### src/rtl/bmdma_pkg.sv
package bmdma_pkg;
    localparam int ADDR_W = 3;
    localparam int DATA_W = 32;
    localparam int STAT_W = 8;
    localparam int PTR_LSB = 2;

    localparam logic [ADDR_W-1:0] OFS_CMD  = 3'd0;
    localparam logic [ADDR_W-1:0] OFS_STAT = 3'd2;
    localparam logic [ADDR_W-1:0] OFS_TBL  = 3'd4;

    localparam int CMD_START_BIT = 0;
    localparam int CMD_DIR_BIT   = 3;
    localparam int ST_ACT  = 0;
    localparam int ST_ERR  = 1;
    localparam int ST_INTR = 2;
    localparam int ST_SPL  = 3;
    localparam int ST_CAPL = 5;

    typedef enum logic [1:0] {
        TMO_RESET = 2'b00,
        TMO_WAIT  = 2'b01,
        TMO_ERROR = 2'b10
    } tmo_act_e;

    typedef struct packed {
        logic dir;
        logic start;
    } cmd_t;

    typedef struct packed {
        logic       zero7;
        logic [1:0] cap;
        logic [1:0] spare;
        logic       intr;
        logic       err;
        logic       act;
    } stat_t;

    function automatic logic end_good(input stat_t s);
        return {s.intr, s.err, s.act} == 3'b100;
    endfunction

    function automatic tmo_act_e tmo_pick(input stat_t s);
        if (s.spare == 2'b11) return TMO_WAIT;
        if (s.err)            return TMO_ERROR;
        if (s.act || s.intr)  return TMO_WAIT;
        return TMO_RESET;
    endfunction
endpackage

### src/rtl/bmdma_ctrl_reg.sv
module bmdma_ctrl_reg
    import bmdma_pkg::*;
(
    input  logic              clk,
    input  logic              rst,
    input  logic              wr_cmd,
    input  logic              wr_tbl,
    input  logic [DATA_W-1:0] wdata,
    output cmd_t              cmd_o,
    output logic [DATA_W-1:0] tbl_o
);
    localparam int PTR_W = DATA_W - PTR_LSB;

    cmd_t             cmd_q;
    logic [PTR_W-1:0] ptr_q;

    always_ff @(posedge clk) begin
        if (rst) begin
            cmd_q <= '0;
            ptr_q <= '0;
        end else begin
            if (wr_cmd) begin
                cmd_q.start <= wdata[CMD_START_BIT];
                cmd_q.dir   <= wdata[CMD_DIR_BIT];
            end
            if (wr_tbl) ptr_q <= wdata[DATA_W-1:PTR_LSB];
        end
    end

    assign cmd_o = cmd_q;
    assign tbl_o = {ptr_q, {PTR_LSB{1'b0}}};

    a_r2_cmd_hold: assert property (@(posedge clk) disable iff (rst)
        !wr_cmd |=> $stable(cmd_o));
    a_r2_start_load: assert property (@(posedge clk) disable iff (rst)
        wr_cmd |=> cmd_o.start == $past(wdata[CMD_START_BIT]));
    a_r3_tbl_load: assert property (@(posedge clk) disable iff (rst)
        wr_tbl |=> tbl_o[DATA_W-1:PTR_LSB] == $past(wdata[DATA_W-1:PTR_LSB]));
endmodule

### src/rtl/bmdma_stat_reg.sv
module bmdma_stat_reg
    import bmdma_pkg::*;
(
    input  logic              clk,
    input  logic              rst,
    input  logic              wr_stat,
    input  logic [STAT_W-1:0] wdata,
    input  logic              busy,
    input  logic              done,
    input  logic              err,
    output stat_t             stat_o
);
    stat_t st_q;

    always_ff @(posedge clk) begin
        if (rst) begin
            st_q <= '0;
        end else begin
            st_q.act <= busy;
            if (err)                       st_q.err <= 1'b1;
            else if (wr_stat && wdata[ST_ERR]) st_q.err <= 1'b0;
            if (done)                       st_q.intr <= 1'b1;
            else if (wr_stat && wdata[ST_INTR]) st_q.intr <= 1'b0;
            if (wr_stat) begin
                st_q.spare <= wdata[ST_SPL+1:ST_SPL];
                st_q.cap   <= wdata[ST_CAPL+1:ST_CAPL];
            end
        end
    end

    assign stat_o = st_q;

    a_r4_active_follows: assert property (@(posedge clk) disable iff (rst)
        busy |=> stat_o.act);
    a_r5_done_sets: assert property (@(posedge clk) disable iff (rst)
        done |=> stat_o.intr);
    a_r5_err_sets: assert property (@(posedge clk) disable iff (rst)
        err |=> stat_o.err);
    a_r6_w1c_intr: assert property (@(posedge clk) disable iff (rst)
        (wr_stat && wdata[ST_INTR] && !done) |=> !stat_o.intr);
    a_r6_keep_err: assert property (@(posedge clk) disable iff (rst)
        (stat_o.err && !(wr_stat && wdata[ST_ERR])) |=> stat_o.err);
    a_r7_bit7_zero: assert property (@(posedge clk) disable iff (rst)
        !stat_o.zero7);
endmodule

### src/rtl/bmdma_classify.sv
module bmdma_classify
    import bmdma_pkg::*;
(
    input  stat_t             stat_i,
    output logic              end_ok,
    output logic [STAT_W-1:0] end_code,
    output tmo_act_e          tmo
);
    localparam logic [STAT_W-1:0] ERR_TAG = 8'h10;

    always_comb begin
        end_ok   = end_good(stat_i);
        end_code = end_ok ? '0 : (stat_i | ERR_TAG);
        tmo      = tmo_pick(stat_i);
    end
endmodule

### src/rtl/bmdma_regs.sv
module bmdma_regs
    import bmdma_pkg::*;
(
    input  logic        clk,
    input  logic        rst,
    input  logic        reg_wr,
    input  logic [2:0]  reg_addr,
    input  logic [31:0] reg_wdata,
    output logic [31:0] reg_rdata,
    input  logic        eng_busy,
    input  logic        eng_done,
    input  logic        eng_err,
    output logic        eng_start,
    output logic        eng_dir_to_mem,
    output logic [31:0] eng_table_base,
    output logic        irq,
    output logic        end_ok,
    output logic [7:0]  end_code,
    output logic [1:0]  tmo_action
);
    cmd_t              cmd;
    stat_t             stat;
    logic [DATA_W-1:0] tbl;
    tmo_act_e          tmo;

    logic wr_cmd, wr_stat, wr_tbl;
    assign wr_cmd  = reg_wr && (reg_addr == OFS_CMD);
    assign wr_stat = reg_wr && (reg_addr == OFS_STAT);
    assign wr_tbl  = reg_wr && (reg_addr == OFS_TBL);

    bmdma_ctrl_reg u_ctrl (
        .clk(clk), .rst(rst), .wr_cmd(wr_cmd), .wr_tbl(wr_tbl),
        .wdata(reg_wdata), .cmd_o(cmd), .tbl_o(tbl)
    );

    bmdma_stat_reg u_stat (
        .clk(clk), .rst(rst), .wr_stat(wr_stat), .wdata(reg_wdata[STAT_W-1:0]),
        .busy(eng_busy), .done(eng_done), .err(eng_err), .stat_o(stat)
    );

    bmdma_classify u_cls (
        .stat_i(stat), .end_ok(end_ok), .end_code(end_code), .tmo(tmo)
    );

    always_comb begin
        reg_rdata = '0;
        case (reg_addr)
            OFS_CMD: begin
                reg_rdata[CMD_START_BIT] = cmd.start;
                reg_rdata[CMD_DIR_BIT]   = cmd.dir;
            end
            OFS_STAT: reg_rdata[STAT_W-1:0] = stat;
            OFS_TBL:  reg_rdata = tbl;
            default:  reg_rdata = '0;
        endcase
    end

    assign eng_start      = cmd.start;
    assign eng_dir_to_mem = cmd.dir;
    assign eng_table_base = tbl;
    assign irq            = stat.intr;
    assign tmo_action     = tmo;

    a_r8_irq_tracks_done: assert property (@(posedge clk) disable iff (rst)
        eng_done |=> irq);
    a_r9_ok_code_zero: assert property (@(posedge clk) disable iff (rst)
        end_ok |-> (end_code == 8'h00 && irq));
    a_r9_fail_tagged: assert property (@(posedge clk) disable iff (rst)
        !end_ok |-> end_code[4]);
    a_r10_legal_code: assert property (@(posedge clk) disable iff (rst)
        tmo_action != 2'b11);
    a_r3_aligned: assert property (@(posedge clk) disable iff (rst)
        eng_table_base[1:0] == 2'b00);
    a_r1_reset_quiet: assert property (@(posedge clk)
        rst |=> (!eng_start && !irq));
endmodule

### config.mk
export PLATFORM = sky130hd
export DESIGN_NAME = bmdma_regs
export DESIGN_NICKNAME = d
export VERILOG_FILES = /design/src/rtl/bmdma_pkg.sv /design/src/rtl/bmdma_ctrl_reg.sv /design/src/rtl/bmdma_stat_reg.sv /design/src/rtl/bmdma_classify.sv /design/src/rtl/bmdma_regs.sv
export SDC_FILE = /design/constraint.sdc
export NUM_CORES = 1
export LEC_CHECK = 0
export CAP_MARGIN = 20
export CORE_MARGIN = 5
export CORE_UTILIZATION = 41
export CTS_BUF_LIST = sky130_fd_sc_hd__clkbuf_4 sky130_fd_sc_hd__clkbuf_8
export DETAILED_ROUTE_END_ITERATION = 10
export MAX_ROUTING_LAYER = met4
export PLACE_DENSITY_LB_ADDON = 0.15
export SYNTH_ARGS = -nofsm -noshare
export SYNTH_HDL_FRONTEND = slang
export SYNTH_HIERARCHICAL = 1
export SYNTH_SLANG_ARGS = --single-unit
### constraint.sdc
create_clock -name clk -period 2.7 [get_ports clk]
set_clock_uncertainty 0.1 [all_clocks]
set_input_delay 0.27 -clock clk [delete_from_list [all_inputs] [get_ports clk]]
set_output_delay 0.27 -clock clk [all_outputs]
set_load 0.02 [all_outputs]
; Word-level counts from Yosys, hierarchy flattened
; Cells that the tools add are included.
[classes]
n_eq_ne = 4
n_mux = 22
n_reduce_logical = 9
[op_table]
columns = op, n
row1 = $mux 24, 1
row2 = $mux 2, 6
row3 = $mux 1, 10
row4 = $pmux 4 s2, 1
row5 = $mux 7, 1
row6 = $eq 3x3->1 const B, 2
row7 = $logic_and 1x1->1, 5
row8 = $pmux 2 s2, 1
row9 = $reduce_bool 2->1, 2
row10 = $eq 3x2->1 const B, 1
row11 = $logic_not 3->1, 1
row12 = $pmux 1 s3, 1
row13 = $eq 2x2->1 const B, 1
row14 = $pmux 1 s2, 1
row15 = $logic_or 1x1->1, 1
[totals]
regBits = 39
in_bits = 41

; Longest topological paths before layout
[logic_depth]
word_depth = 8
mapped_depth = 7
depth_no_buf = 4

; Modules after synthesis
; The synthesis kept the hierarchy.
[modules_own_cells]
columns = module, instances, cells_each, area_each_um2
row1 = bmdma_ctrl_reg, 1, 106, 1183.6
row2 = bmdma_regs, 1, 55, 372.9
row3 = bmdma_stat_reg, 1, 25, 269.0
row4 = bmdma_classify, 1, 13, 81.3

; Worst setup path after synthesis
; OpenSTA, ideal clock, no wires.
[synth_path]
kind = register to output
start = register u_ctrl.cmd_q (netlist bit u_ctrl/cmd_o[1])
end = output port reg_rdata[3]
arrival_ps = 1210
t_required_ps = 2330
slack_ps = 1120
path_stages_with_launch = 4
path_buffers = 0
path_cell_list = dfxtp_1 -> nor2b_1 -> a211oi_1 -> a211oi_1
[synth_between]
elab_chain_cells = 1
[synth_rtl]
columns = item, line_no
row1 = start: declaration, bmdma_ctrl_reg.sv:14  ; cmd_t cmd_q;
row2 = $pmux 1 s3, bmdma_regs.sv:47  ; case (reg_addr)
row3 = end: declaration, bmdma_regs.sv:9  ; output logic [31:0] reg_rdata,
; Every way passes these cells.

; Worst setup path in the final report
[layout_path]
start = input port reg_addr[1]
end = output port reg_rdata[26]
[layout_between]
elab_chain_cells = 2
[layout_rtl]
columns = item, line_no
row1 = start: declaration, bmdma_regs.sv:7  ; input logic [2:0] reg_addr,
row2 = $eq 3x3->1, bmdma_regs.sv:47
row3 = $mux 24, bmdma_regs.sv:47
; Every way passes these cells.

==> summary.txt <==
STA
  – WHS: 0.413 ns
  – Headroom to the max-slew limit: 0.614
  – Fin. max-slew vios: 0
  – Final hold violation count: 0
  – Tmin final: 2.52 ns
  – RSZ-0062 raised after global routing: false
  – FMAX: 397 MHz
  – Worst Max-Slew Pin Slew: 0.570 ns
  – Final Cycle Share: 0.932
  – Setup-failing EPs final: 0
  – Sum Neg Setup Slack: 0 ns

Synthesis
  – Synthesized-area fraction occupied by adder cells: 0
  – Largest family of logic cells by synthesized area: simple AND/OR/NAND/NOR gates
  – Yosys reg bits: 39
  – Syn. warnings: 6
  – Avg Synthesized Cell Area: 9.58 um^2
  – Synth Area in Simple Gates: 0.242
  – Complex-gate fraction of the synthesized area: 0.0617
  – Mux contribution to synthesized area: 0.189
  – Seq/Total Area, Yosys: 0.409
  – Mapped Cells: 199
  – Cell area after synthesis: 0.00191 mm^2
  – Post-Synth XOR/XNOR Area: 0
  – Cell variety after synth: 23

Setup path
  – Max stage delay on crit path: 0.63 ns
  – Worst path required time: 2.33 ns
  – Worst path depth: 5
  – RR Startpoint: u_stat/stat_o[1]
  – CP startpoint kind: input port
  – Reg2reg end: u_stat/stat_o[1]
  – Critical path startpoint: reg_addr[1]
  – Register-to-Register Setup Slack: 1.73 ns
  – Cells along the critical path: clkdlybuf4s50_1 > nor3b_4 > buf_4 > and2_1 > clkdlybuf4s50_1
  – Most common cell on crit path: clkdlybuf4s50_1
  – CP endpoint: reg_rdata[26]
  – Worst path bufs/invs: 3
  – Kind of cell with the highest combined delay on the critical path: buffers and inverters
  – Reg2Reg Depth: 2
  – Crit end category: primary output
  – Critical path type: input port to primary output
  – Worst EP arrival: 2.15 ns
  – Slowest cell on crit path: clkdlybuf4s50_1
  – Worst-path fanout max: 25

Power and ir drop
  – Pwr dens: 446 mW/mm^2
  – Tot Pwr: 1.41 mW
  – Pleak: 1.14 nW
  – VDD IR max: 323 uV

Flow run
  – Max-cap violations: 0

Detailed routing
  – Routed wire length: 5310 um
  – 1st-iter DRT viols: 70
  – Drt first pass iters: 4
  – Via count: 1754
  – DRC Markers: 0
  – Detail Route Antenna Nets: 0
  – Routed len/inst: 14.6 um
  – Vias per inst: 4.81

Layout
  – Multi-input logic area: 958 um^2
  – Layout cells sized above 1: 0.0703
  – Final instance area: 0.00316 mm^2
  – Fillers: 366
  – Area Growth Syn to Fin: 65.9%
  – Non-filler cells, final: 365
  – Nets@finish: 353
  – Most frequent cells in the layout: clkdlybuf4s50_1, nor2_1, dfxtp_1
  – Most common cell after layout, fill and taps aside: clkdlybuf4s50_1
  – Diode count: 0
  – FF/Latch Area: 781 um^2

Clock tree
  – # H-tree levels: 2
  – Clock tree buffer depth: 2
  – CTS tree: yes
  – Hold-fix buffers at CTS: 0
  – Clock buffer count from CTS: 5
  – Worst-Skew Late Latency: 0.29 ns
  – TritonCTS sink count: 39
  – Root Driver: clkbuf_8
  – Worst-path clk slew: 0.08 ns
  – Setup bufs post-CTS: 0
  – Quantity of gates resized following cts: 0

GRT
  – Largest net degree at the start of global routing: 40
  – Vias in the first global route: 1693
  – GRT Total Usage: 0.177
  – Initial antenna violation count: 0
  – Gr ovfl total: 0
  – First-pass GRT wire length: 8470 um

Floorplan
  – # IOs: 119
  – Row cnt: 24
  – Die area: 0.00611 mm^2
  – Core box area: 0.00444 mm^2
  – Starting density of the core: 0.429
  – Die height: 78.2 um
  – Die W: 78.2 um

Place
  – Routability Congestion: 0.773
  – Area post-placement: 0.00303 mm^2
  – # port buffers: 115
  – Hpwl dp: 3970 um
  – DP Cell Count: 357

Status
  – Outcome: complete, no violations

Worst hold path
  – Hold depth: 2
  – Min-Delay Path Class: register to register
## worst reg2reg max path: stages, from the launching register on
cell and delay (ns):
dfxtp_1 0.49, nor2_1 0.10, a311oi_2 0.19
## state kept, by name (all words and copies together), names as in the netlist
register,flops
u_ctrl/ptr_q,30
u_stat/stat_o,7
u_ctrl/cmd_o,2
## through the flow
step	setup WS, ns	utilization
2_1_floorplan	1.12	-
3_3_place_gp	0.222	0.681
3_5_place_dp	0.177	0.681
4_1_cts	0.152	0.712
5_1_grt	0.104	0.712
6_report	0.184	0.712
## final cells by class
type	count	share of cell area
clock buffer	5	0.0218
clock inverter	3	0.0214
inverter	3	0.00356
multi-input combinational	140	0.303
sequential	39	0.247
tap	52	0.0206
timing repair buffer	123	0.383
## cells by family (layout without fill, tap and decap cells)
group	Yosys count	count (layout)
flops	39	39
compound gates	14	14
other cells	2	3
mux	36	36
simple gates	87	87
buf+inv	21	134
## cell usage after synthesis
library cell | n | share of area
a311oi_2 | 2 | 0.016
nor2_1 | 45 | 0.089
a211oi_1 | 4 | 0.016
dfxtp_1 | 39 | 0.41
nor4bb_1 | 1 | 0.0052
buf_2 | 2 | 0.0052
a22oi_1 | 6 | 0.024
buf_4 | 3 | 0.012
buf_6 | 5 | 0.030
nor2b_1 | 8 | 0.026
nor4b_1 | 1 | 0.0046
mux2i_1 | 36 | 0.19
clkbuf_1 | 5 | 0.0098
and2b_1 | 1 | 0.0039
conb_1 | 2 | 0.0039
nand2_1 | 1 | 0.0020
o21ai_1 | 1 | 0.0026
and2_1 | 26 | 0.085
o21a_1 | 1 | 0.0039
nand2b_1 | 2 | 0.0066
inv_1 | 3 | 0.0059
nor3b_4 | 2 | 0.020
buf_12 | 3 | 0.031
## worst min-delay path by stage
stage                      from                to  slack [ns]
6_report       u_ctrl/ptr_q[13]  u_ctrl/ptr_q[13]        0.41
3_3_place_gp   u_ctrl/ptr_q[21]  u_ctrl/ptr_q[21]        0.39
3_5_place_dp   u_ctrl/ptr_q[15]  u_ctrl/ptr_q[15]        0.40
4_1_cts                eng_busy  u_stat/stat_o[0]        0.42
5_1_grt                eng_busy  u_stat/stat_o[0]        0.44
2_1_floorplan               rst  u_stat/stat_o[0]        0.24
## routing by layer
layer | up-vias | track usage | share of wire
li1 | 873 | - | -
met3 | 5 | 0.0561 | 0.069
met2 | 73 | 0.293 | 0.47
met1 | 803 | 0.213 | 0.45
met5 | - | - | 0
met4 | 0 | 0.0367 | 0.0083
## power by group
part	total [mW]	switching, mW	internal [mW]
Sequential	0.604	0.0146	0.589
Clock	0.581	0.213	0.369
Combinational	0.225	0.101	0.125
Power figures use the tool's default switching activity.
